$ cat src/rtl/recplay_pkg.sv
package recplay_pkg;
  localparam int BYTE_W = 8;

  typedef enum logic [1:0] {
    MODE_IDLE   = 2'd0,
    MODE_STORE  = 2'd1,
    MODE_REPLAY = 2'd2
  } mode_e;

  typedef enum logic [1:0] {
    PH_MHI  = 2'd0,
    PH_MLO  = 2'd1,
    PH_READ = 2'd2
  } phase_e;

  typedef struct packed {
    logic loadEnd;
    logic endFull;
    logic clrRd;
    logic stepRd;
    logic readEn;
    logic emitHi;
    logic emitLo;
  } dp_ctl_t;
endpackage

$ cat src/rtl/recplay_ctl.sv
module recplay_ctl
  import recplay_pkg::*;
#(
  parameter int FCNT_W      = 8,
  parameter int FULL_FRAMES = 32
) (
  input  logic              clk,
  input  logic              rstN,
  input  logic              storeCmd,
  input  logic              replayReq,
  input  logic              powerOnReq,
  input  logic              stopCmd,
  input  logic              sampleValid,
  input  logic [FCNT_W-1:0] frameCnt,
  input  logic              atEnd,
  output dp_ctl_t           ctl,
  output mode_e             state,
  output logic              wrClr,
  output logic              wrCs
);
  localparam logic [FCNT_W-1:0] FULL_CNT = FCNT_W'(FULL_FRAMES);

  mode_e  stateNxt;
  phase_e phase, phaseNxt;
  logic   memFull;

  assign memFull = (frameCnt >= FULL_CNT);

  always_comb begin
    stateNxt = state;
    phaseNxt = phase;
    ctl      = '0;
    wrClr    = 1'b0;
    wrCs     = 1'b0;
    unique case (state)
      MODE_IDLE: begin
        if (storeCmd) begin
          wrClr    = 1'b1;
          stateNxt = MODE_STORE;
        end else if (powerOnReq) begin
          stateNxt    = MODE_REPLAY;
          phaseNxt    = PH_MHI;
          ctl.loadEnd = 1'b1;
          ctl.endFull = 1'b1;
        end
      end
      MODE_STORE: begin
        if (stopCmd) begin
          stateNxt = MODE_IDLE;
        end else if (memFull) begin
          stateNxt    = MODE_REPLAY;
          phaseNxt    = PH_MHI;
          ctl.loadEnd = 1'b1;
          ctl.endFull = 1'b1;
        end else if (replayReq) begin
          stateNxt    = MODE_REPLAY;
          phaseNxt    = PH_MHI;
          ctl.loadEnd = 1'b1;
        end else begin
          wrCs = sampleValid;
        end
      end
      MODE_REPLAY: begin
        if (stopCmd) begin
          stateNxt = MODE_IDLE;
        end else begin
          unique case (phase)
            PH_MHI: begin
              ctl.emitHi = 1'b1;
              ctl.clrRd  = 1'b1;
              phaseNxt   = PH_MLO;
            end
            PH_MLO: begin
              ctl.emitLo = 1'b1;
              phaseNxt   = PH_READ;
            end
            default: begin
              ctl.readEn = 1'b1;
              if (atEnd) phaseNxt = PH_MHI;
              else       ctl.stepRd = 1'b1;
            end
          endcase
        end
      end
      default: stateNxt = MODE_IDLE;
    endcase
  end

  always_ff @(posedge clk) begin
    if (!rstN) begin
      state <= MODE_IDLE;
      phase <= PH_MHI;
    end else begin
      state <= stateNxt;
      phase <= phaseNxt;
    end
  end

  // a clear always leads into recording
  a_r2_clr_enters_store: assert property (@(posedge clk) disable iff (!rstN)
    wrClr |=> (state == MODE_STORE));

  // an interrupting request starts a pass at the high marker byte
  a_r4_interrupt_to_replay: assert property (@(posedge clk) disable iff (!rstN)
    (state == MODE_STORE && replayReq && !stopCmd) |=> (state == MODE_REPLAY && phase == PH_MHI));

  // stop wins over everything
  a_r10_stop_to_idle: assert property (@(posedge clk) disable iff (!rstN)
    (stopCmd && state != MODE_IDLE) |=> (state == MODE_IDLE));

  // writes only while recording with a sample present
  a_r3_write_in_store: assert property (@(posedge clk) disable iff (!rstN)
    wrCs |-> (state == MODE_STORE && sampleValid));
endmodule

$ cat src/rtl/recplay_dp.sv
module recplay_dp
  import recplay_pkg::*;
#(
  parameter int          ADDR_W = 6,
  parameter logic [15:0] MARKER = 16'hC3A5
) (
  input  logic              clk,
  input  logic              rstN,
  input  dp_ctl_t           ctl,
  input  logic [ADDR_W-1:0] wrAddr,
  input  logic [BYTE_W-1:0] memRdData,
  output logic              atEnd,
  output logic [ADDR_W-1:0] rdAddr,
  output logic              outValid,
  output logic [BYTE_W-1:0] outData
);
  localparam logic [ADDR_W-1:0] TOP_ADDR = '1;

  logic [ADDR_W-1:0] rdAddrQ, endQ, lastWr;
  logic              outIsMemQ;
  logic [BYTE_W-1:0] outByteQ;

  assign lastWr = (wrAddr == '0) ? '0 : wrAddr - ADDR_W'(1);
  assign atEnd  = (rdAddrQ == endQ);
  assign rdAddr = rdAddrQ;
  assign outData = outIsMemQ ? memRdData : outByteQ;

  always_ff @(posedge clk) begin
    if (!rstN) begin
      rdAddrQ   <= '0;
      endQ      <= '0;
      outValid  <= 1'b0;
      outIsMemQ <= 1'b0;
      outByteQ  <= '0;
    end else begin
      if (ctl.loadEnd) endQ <= ctl.endFull ? TOP_ADDR : lastWr;
      if (ctl.clrRd)       rdAddrQ <= '0;
      else if (ctl.stepRd) rdAddrQ <= rdAddrQ + ADDR_W'(1);
      outValid  <= ctl.emitHi | ctl.emitLo | ctl.readEn;
      outIsMemQ <= ctl.readEn;
      outByteQ  <= ctl.emitHi ? MARKER[15:8] : MARKER[7:0];
    end
  end

  // every emit or read is followed by a valid stream word
  a_r7_emit_valid: assert property (@(posedge clk) disable iff (!rstN)
    (ctl.emitHi || ctl.emitLo || ctl.readEn) |=> outValid);

  // the read address moves only on a replay strobe
  a_r11_addr_moves_on_strobe: assert property (@(posedge clk) disable iff (!rstN)
    !$stable(rdAddrQ) |-> $past(ctl.clrRd || ctl.stepRd));

  // the end of a pass holds the address for the next marker
  a_r8_end_no_step: assert property (@(posedge clk) disable iff (!rstN)
    (ctl.readEn && atEnd) |=> $stable(rdAddrQ));
endmodule

$ cat src/rtl/recplay_ctrl.sv
module recplay_ctrl
  import recplay_pkg::*;
#(
  parameter int          ADDR_W      = 6,
  parameter int          FCNT_W      = 8,
  parameter int          FULL_FRAMES = 32,
  parameter logic [15:0] MARKER      = 16'hC3A5
) (
  input  logic              clk,
  input  logic              rstN,
  input  logic              storeCmd,
  input  logic              replayReq,
  input  logic              powerOnReq,
  input  logic              stopCmd,
  input  logic              sampleValid,
  input  logic [ADDR_W-1:0] wrAddr,
  input  logic [FCNT_W-1:0] frameCnt,
  input  logic [7:0]        memRdData,
  output logic [1:0]        mode,
  output logic              wrClr,
  output logic              wrCs,
  output logic              rdCs,
  output logic [ADDR_W-1:0] rdAddr,
  output logic              outValid,
  output logic [7:0]        outData
);
  dp_ctl_t ctl;
  mode_e   state;
  logic    atEnd;

  recplay_ctl #(.FCNT_W(FCNT_W), .FULL_FRAMES(FULL_FRAMES)) uCtl (
    .clk(clk), .rstN(rstN), .storeCmd(storeCmd), .replayReq(replayReq),
    .powerOnReq(powerOnReq), .stopCmd(stopCmd), .sampleValid(sampleValid),
    .frameCnt(frameCnt), .atEnd(atEnd), .ctl(ctl), .state(state),
    .wrClr(wrClr), .wrCs(wrCs)
  );

  recplay_dp #(.ADDR_W(ADDR_W), .MARKER(MARKER)) uDp (
    .clk(clk), .rstN(rstN), .ctl(ctl), .wrAddr(wrAddr), .memRdData(memRdData),
    .atEnd(atEnd), .rdAddr(rdAddr), .outValid(outValid), .outData(outData)
  );

  assign mode = state;
  assign rdCs = ctl.readEn;

  // never read and write in the same cycle
  a_r9_cs_exclusive: assert property (@(posedge clk) disable iff (!rstN)
    !(rdCs && wrCs));

  // retention is silent on both selects
  a_r9_idle_quiet: assert property (@(posedge clk) disable iff (!rstN)
    (mode == 2'd0) |-> (!rdCs && !wrCs));
endmodule

$ cat config.mk
export PLATFORM = sky130hd
export DESIGN_NAME = recplay_ctrl
export DESIGN_NICKNAME = d
export VERILOG_FILES = /design/src/rtl/recplay_pkg.sv /design/src/rtl/recplay_ctl.sv /design/src/rtl/recplay_dp.sv /design/src/rtl/recplay_ctrl.sv
export SDC_FILE = /design/constraint.sdc
export NUM_CORES = 1
export LEC_CHECK = 0
export ABC_AREA = 1
export BUFFER_PORTS_ARGS = -buffer_cell sky130_fd_sc_hd__buf_2
export CAP_MARGIN = 20
export CORE_MARGIN = 2
export CORE_UTILIZATION = 27
export CTS_CLUSTER_SIZE = 25
export DETAILED_ROUTE_END_ITERATION = 16
export PLACE_DENSITY = 0.52
export SKIP_CTS_REPAIR_TIMING = 1
export SLEW_MARGIN = 20
export SYNTH_ARGS = -nofsm -noshare
export SYNTH_HDL_FRONTEND = slang
export SYNTH_SLANG_ARGS = --single-unit
$ cat constraint.sdc
create_clock -name clk -period 1.4 [get_ports clk]
set_clock_uncertainty 0.15 [all_clocks]
set_input_delay 0.28 -clock clk [delete_from_list [all_inputs] [get_ports clk]]
set_output_delay 0.28 -clock clk [all_outputs]
set_load 0.05 [all_outputs]
# Yosys cells after proc, flatten, opt, wreduce, memory -nomap -nowiden
# Index checks and enable logic that the tools add are counted.
# classes
n_lt_le_gt_ge	1
n_reduce_logical	8
muxes	39
n_bitwise	3
n_eq_ne	13
n_addsub	2
# ops
operator	n
two-way mux 2 bit	17
two-way mux 1 bit	12
two-way mux 6 bit	2
case mux 2 bit (3 select lines)	2
two-way mux 5 bit	2
!= test 2 bit, second input constant	5
>= comparator 8 x 6 -> 1 bit, second input constant	1
two-way mux 8 bit	1
case mux 2 bit (2 select lines)	2
two-way mux 7 bit	1
AND reduction 7 bit	1
adder 6 x 1 -> 6 bit, second input constant	1
== test 6 bit	1
zero test 6 bit	1
subtractor 6 x 1 -> 6 bit, second input constant	1
== test 2 x 1 -> 1 bit, second input constant	2
zero test 2 bit	2
!= test 4 x 2 -> 1 bit, second input constant	1
!= test 4 x 3 -> 1 bit, second input constant	1
OR reduction 2 bit	2
!= test 3 x 2 -> 1 bit, second input constant	1
!= test 3 bit, second input constant	1
AND reduction 3 bit	1
nonzero test 3 bit	1
other kinds (3)	4
# totals
out_inout_bits	20
elab_cells	73
ff_bits	26

# Logic depth before layout (Yosys ltp)
# Gate-level depths: netlist of the first run.
# logic_depth
ltp_word	7
ltp_mapped	11
depth_no_buf	11

# Cells and area by module
# A second synthesis of the first run with hierarchy kept.
# hier_totals
hier_cells	219
hier_area_um2	1306.3
# by_module_without_submodules
mod	n_inst	cells_each	seq_area_each_um2	area_each_um2
recplay_dp	1	148	340.3	938.4
recplay_ctl	1	71	80.1	367.9

# Least setup slack after synthesis of the first run
# No wires, ideal clock.
# synth_timing
path_kind	register -> output
start	register uCtl.state[0]
end	output port wrCs
stages_incl_launch_ff	5
slack_ns	-0.817
arrival_ns	1.787
cell_sequence	dfxtp_1 -> inv_1 -> nor3_2 -> nand2_1 -> nor2_1
# synth_via
elab_chain_len	2
# synth_lines
item	line	text
start, declared	recplay_ctl.sv:17	output mode_e state,
start signal, assigned	recplay_ctl.sv:94	state <= stateNxt;
== test 2 x 1 -> 1 bit	recplay_ctl.sv:35	unique case (state)
two-way mux 1 bit	recplay_ctl.sv:35	
end, declared	recplay_ctrl.sv:21	output logic wrCs,
# No other way between the ends.

# Worst setup path in the final report of the first run
# layout_timing
start	register uCtl.state[1]
end	output port rdCs
# layout_via
elab_chain_len	2
# layout_lines
item	line	text
== test 2 bit	recplay_ctl.sv:35	
two-way mux 5 bit	recplay_ctl.sv:35	
end, declared	recplay_ctrl.sv:22	output logic rdCs,
# No other way between the ends.

==> flow_summary.yaml, run 1 <==
synthesis:
  synth_edf_count: 0
  syn-cell-area_um2: 1310
  synth_area_leaders: "dfxtp_1 (32%), nand2_1 (18%), inv_1 (12%)"
  syn_nets: 243
  yosysMostFrequentCell: "nand2_1"
  netlist_instances: 211
  ys_seq_area_share_pct: 32.1
  yosysTopAreaCell: "dfxtp_1"
  synth_warnings: 0
  async_flop_share_pct: 0
  synth.avg_cell_area_um2: 6.21
  netlist.area_leader.share_pct: 32.1
  synthTopCellsByCount: "nand2_1 (62), inv_1 (41), nor2_1 (24)"
  ys_ff_latch: 21
  synth_ff_type: "dfxtp_1"
  yosysUniqueCellTypes: 25
route:
  postRouteAntennaNets: 0
  drt-vias-per-instance: 4.30
  wirelength_um: 3290
  drtPass1Iterations: 4
  num_vias: 1519
  drtIter0Drc: 42
  drc_errors: 0
  routedWlPerCell_um: 9.31
timing:
  setup_slack_ns: -0.272
  tightest_slew_ns: 0.324
  setup_viol: 24
  slew_viol_final: 0
  final.min_clock_period_ns: 1.67
  rsz0062_at_grt: "true"
  maxSlewHeadroom_pct: 78.4
  finalHoldViolations: 0
  period_share_pct: 119
  fmax_mhz: 598
clock_tree:
  cts_root_buf: "clkbuf_8"
  path_clk_slew_ns: 0.07
  numCtsBuffers: 3
  cts_tree: "done"
  cts-htree-levels: 1
  clockBufferDepth: 2
  clock_sinks: 21
  worstSkewPairLatency_ns: 0.25
die:
  fp.dieArea_um2: 5430
  pin_count: 49
  die_width_um: 73.7
  start_util_pct: 27.9
  dieHeight_um: 73.7
  fp.coreArea_um2: 4690
  num_rows: 25
power:
  p_sw_w: 0.000517
  intPower_w: 0.00105
  p_seq_share_pct: 41.3
  clkPwrFrac_pct: 24.8
  ir_drop_mv: 0.417
  swShare_pct: 32.9
  p_per_area_nw_per_um2: 679
  p_leak_nw: 1.16
  comb_power_share_pct: 33.9
  power_w: 0.00157
placed_design:
  hpwl_um: 2520
  place_ws_ns: -0.200
  gp_congestion: 0.759
  placedCellCount: 340
  port_buffers: 43
global_routing:
  grt_pass1_vias: 1259
  grt_usage_pct: 11.7
  antenna_found_initial: 0
  grt_pass1_wl_um: 5080
  overflow: 0
  grt_max_degree: 12
finish:
  stdcell_count: 353
  drive_gt1_share_pct: 53.2
  syn2layout_area_growth_pct: 76.7
  utilization_pct: 49.3
  nFillCells: 465
  antenna_cells: 0
  fin_nets: 332
status:
  violations: "setup timing"
  status: "finished, violations left"
hold_path:
  hp-start: "rstN"
  hold_class: "in -> reg"
setup_path:
  critPathCaptureType: "primary output"
  cp_max_fo: 4
  crit_start: "uCtl.state[1]$_SDFFE_PN0P_"
  crit_arrival_ns: 1.24
  worstSetupPathType: "reg -> out"
  r2r-start: "uCtl.state[1]$_SDFFE_PN0P_"
  critPathRequiredTime_ns: 0.97
  start_kind: "register"
flow_run:
  cap_violations: 0
==> final cells by class <==
type	count	area, um2	share of cell area [%]
clock buffer	4	45.0	1.95
inverter	45	181	7.84
multi-input combinational	143	893	38.6
sequential	21	453	19.6
tap	54	67.6	2.92
timing repair buffer	86	674	29.1
==> placed cells by master, fill, tap and decap left out, drive strengths merged <==
master,count
buf,85
nand2,64
inv,45
nor2,27
dfxtp,21
a21oi,14
o21ai,13
nand4,6
nand3,6
clkbuf,5
nor3,4
xor2,3
ha,3
a31oi,2
o31ai,1
==> critical path, cell delays in order (launching register included) <==
cell	delay [ns]
dfxtp_4	0.39
inv_4	0.04
nor2_4	0.09
inv_2	0.06
nor2_4	0.09
inv_2	0.07
nor2_8	0.09
buf_8	0.15
==> registers in the layout, summed over array words and instances, names as in the netlist <==
name and cells:
uDp.endQ 6, uDp.rdAddr 6, uDp.outByteQ 3, uCtl.phase 2, uCtl.state 2, uDp.outIsMemQ 1
uDp.outValid 1
==> routing by layer <==
| layer | track usage [%] | up-vias | part of all wire [%] |
|---|---|---|---|
| met5 | 0 | - | 0 |
| met4 | 3.64 | 0 | 1.0 |
| met3 | 1.78 | 2 | 4.4 |
| met2 | 19.6 | 39 | 48 |
| met1 | 15.3 | 649 | 46 |
| li1 | - | 829 | - |
==> cells by family after synthesis <==
logic type / after synthesis / synth area share [%]
DFF: 21 / 32.1
and+or+nand+nor: 106 / 36.7
buffers and inverters: 48 / 14.5
adders and majority gates: 3 / 2.87
xor gates and xnor gates: 3 / 2.01
AOI/OAI and AO/OA: 30 / 11.8
==> power groups by stage <==
| stage | registers [W] | clock network [W] | logic, W |
|---|---|---|---|
| global route | 0.000655 | 0.000421 | 0.000580 |
| finish | 0.000650 | 0.000389 | 0.000533 |
| floorplan | 0.000675 | 0 | 0.000252 |
| CTS | 0.000647 | 0.000408 | 0.000419 |
| detailed placement | 0.000661 | 0 | 0.000417 |
| global placement | 0.000660 | 0 | 0.000413 |
==> metrics by stage <==
step | hold slack, ns | setup TNS [ns] | instance area, um2
6_report | 0.169 | -2.32 | 2310
5_1_grt | 0.171 | -3.89 | 2310
4_1_cts | 0.159 | -3.81 | 1960
3_5_place_dp | 0.313 | -2.47 | 1910
3_3_place_gp | 0.309 | -2.25 | 1910
2_1_floorplan | 0.158 | -1.27 | 1380
==> path summary, 6_finish.rpt <==
check	endpoint	slack, ns	cells past startpoint
setup reg to reg	uDp.rdAddr[3]$_SDFFE_PP0P_	-0.21	12
hold reg to reg	uDp.endQ[1]$_SDFFE_PN0P_	0.35	2
hold / removal	uDp.outByteQ[0]$_SDFF_PN0_	0.17	2
setup / recovery	rdCs	-0.27	7
Power figures use the tool's default switching activity.
==> inputs of run 2 (changes only) <==
Settings changed: BUFFER_PORTS_ARGS -buffer_cell sky130_fd_sc_hd__buf_2 to -buffer_cell sky130_fd_sc_hd__clkbuf_2.
==> run 2 against run 1 <==
Net effect: the flow still finishes with violations (setup timing); global-route usage about the same; sequential power is 0.6% lower; final cell count decreased by 3.1%; via count down 5.1%; critical endpoint unchanged; wire length shrank 6.4%; critical path type unchanged; critical path depth rose by 1; combinational power is 11% lower.
==> flow_summary.yaml, run 2 (synthesis results as in run 1) <==
hold_path:
  hold_path_depth: 2
  hold_class: "in -> reg"
finish:
  syn2layout_area_growth_pct: 64.2
  final_common_cell: "nand2_1"
  antenna_cells: 0
  drive_gt1_share_pct: 45.5
  fin_nets: 321
  most-common-layout-cells: "nand2_1 (44), inv_1 (36), buf_4 (33), clkbuf_2 (27), nor2_1 (19)"
status:
  status: "finished, violations left"
  violations: "setup timing"
placed_design:
  port_buffers: 43
  gp_congestion: 0.733
  hpwl_um: 2530
route:
  drtPass1Iterations: 4
  num_vias: 1442
  wirelength_um: 3080
  drc_errors: 0
  drtIter0Drc: 35
  drt-vias-per-instance: 4.22
  postRouteAntennaNets: 0
  routedWlPerCell_um: 9.00
clock_tree:
  worstSkewPairLatency_ns: 0.25
  clock_sinks: 21
  cts_tree: "done"
  cts-htree-levels: 1
  cts_root_buf: "clkbuf_8"
  clockBufferDepth: 2
  numCtsBuffers: 3
  path_clk_slew_ns: 0.07
setup_path:
  crit_arrival_ns: 1.33
  critPathRequiredTime_ns: 0.97
  cp_cell_sequence: "buf_12 > inv_6 > nor2_4 > inv_2 > nor2_4 > inv_2 > nor2_8 > buf_12"
  critPathCaptureType: "primary output"
  cp.depth: 8
  crit_buf_inv: 5
  cp_max_fo: 3
  worstSetupPathType: "reg -> out"
  slowest_stage: "dfxtp_4"
  ff2ff_path_depth: 11
  start_kind: "register"
  crit_family: "buffers and inverters"
  max_stage_delay_ns: 0.38
timing:
  setup_viol: 21
  setup_slack_ns: -0.358
  rsz0062_at_grt: "true"
  tightest_slew_ns: 0.277
  fmax_mhz: 569
  finalHoldViolations: 0
  worst_hold_slack_ns: 0.152
  period_share_pct: 126
  maxSlewHeadroom_pct: 81.6
  fin_setup_tns_ns: -2.27
  slew_viol_final: 0
  final.min_clock_period_ns: 1.76
global_routing:
  grt_usage_pct: 11.7
  grt_pass1_vias: 1270
  grt_pass1_wl_um: 5100
  overflow: 0
  grt_max_degree: 12
  antenna_found_initial: 0
die:
  start_util_pct: 27.9
  die_width_um: 73.7
  pin_count: 49
  num_rows: 25
  fp.dieArea_um2: 5430
  fp.coreArea_um2: 4690
  dieHeight_um: 73.7
power:
  p_leak_nw: 1.10
  ir_drop_mv: 0.444
  p_per_area_nw_per_um2: 702
  power_w: 0.00151
flow_run:
  cap_violations: 0
==> run 2: changes by cell type in the layout (fill, tap and decap cells not counted), sizes merged <==
cell    delta
clkinv     +1
nand2      -1
clkbuf    +27
inv        -1
buf       -37
==> run 2: metrics by stage <==
step                      utilization (%)  cell area (um2)  cells  setup WS, ns
after floorplan                         -             1380    211        -0.193
after CTS                            41.9             1970    340        -0.412
after global routing                 45.8             2150    342        -0.437
after detailed placement             41.0             1920    336        -0.185
final                                45.8             2150    342        -0.358
after global placement               41.0             1920    336        -0.173
==> run 2: final timing paths <==
kind,slack (ns),start,end
max,-0.36,uCtl.state[1]$_SDFFE_PN0P_,rdCs
min,0.15,rstN,uDp.outByteQ[0]$_SDFF_PN0_
max reg2reg,-0.14,uCtl.state[1]$_SDFFE_PN0P_,uCtl.phase[0]$_SDFFE_PN0P_
min reg2reg,0.33,uDp.endQ[1]$_SDFFE_PN0P_,uDp.endQ[1]$_SDFFE_PN0P_
==> run 2: cell type report <==
| type | instances | area (um2) |
|---|---|---|
| clock buffers | 4 | 45.0 |
| fillers | 480 | 2540 |
| inverters | 45 | 179 |
| multi-input cells | 142 | 790 |
| flip-flops and latches | 21 | 452 |
| well taps | 54 | 67.6 |
| repair buffers | 76 | 618 |
==> run 2: where the power goes <==
part / internal [W] / leakage [nW] / total (W) / switching, W
Clock: 0.000202 / 0.0228 / 0.000392 / 0.000190
Combinational: 0.000202 / 0.900 / 0.000472 / 0.000270
Sequential: 0.000621 / 0.179 / 0.000646 / 0.0000253
Total: 0.00103 / 1.10 / 0.00151 / 0.000485
==> run 2: routing by layer <==
layer | wire length (um) | vias to the layer above | part of all wire, % | GRT usage, %
met5 | 0 | - | 0 | 0
li1 | - | 807 | - | -
met3 | 149 | 2 | 4.8 | 1.51
met2 | 1390 | 36 | 45 | 19.9
met1 | 1500 | 597 | 49 | 15.2
met4 | 38 | 0 | 1.2 | 3.64
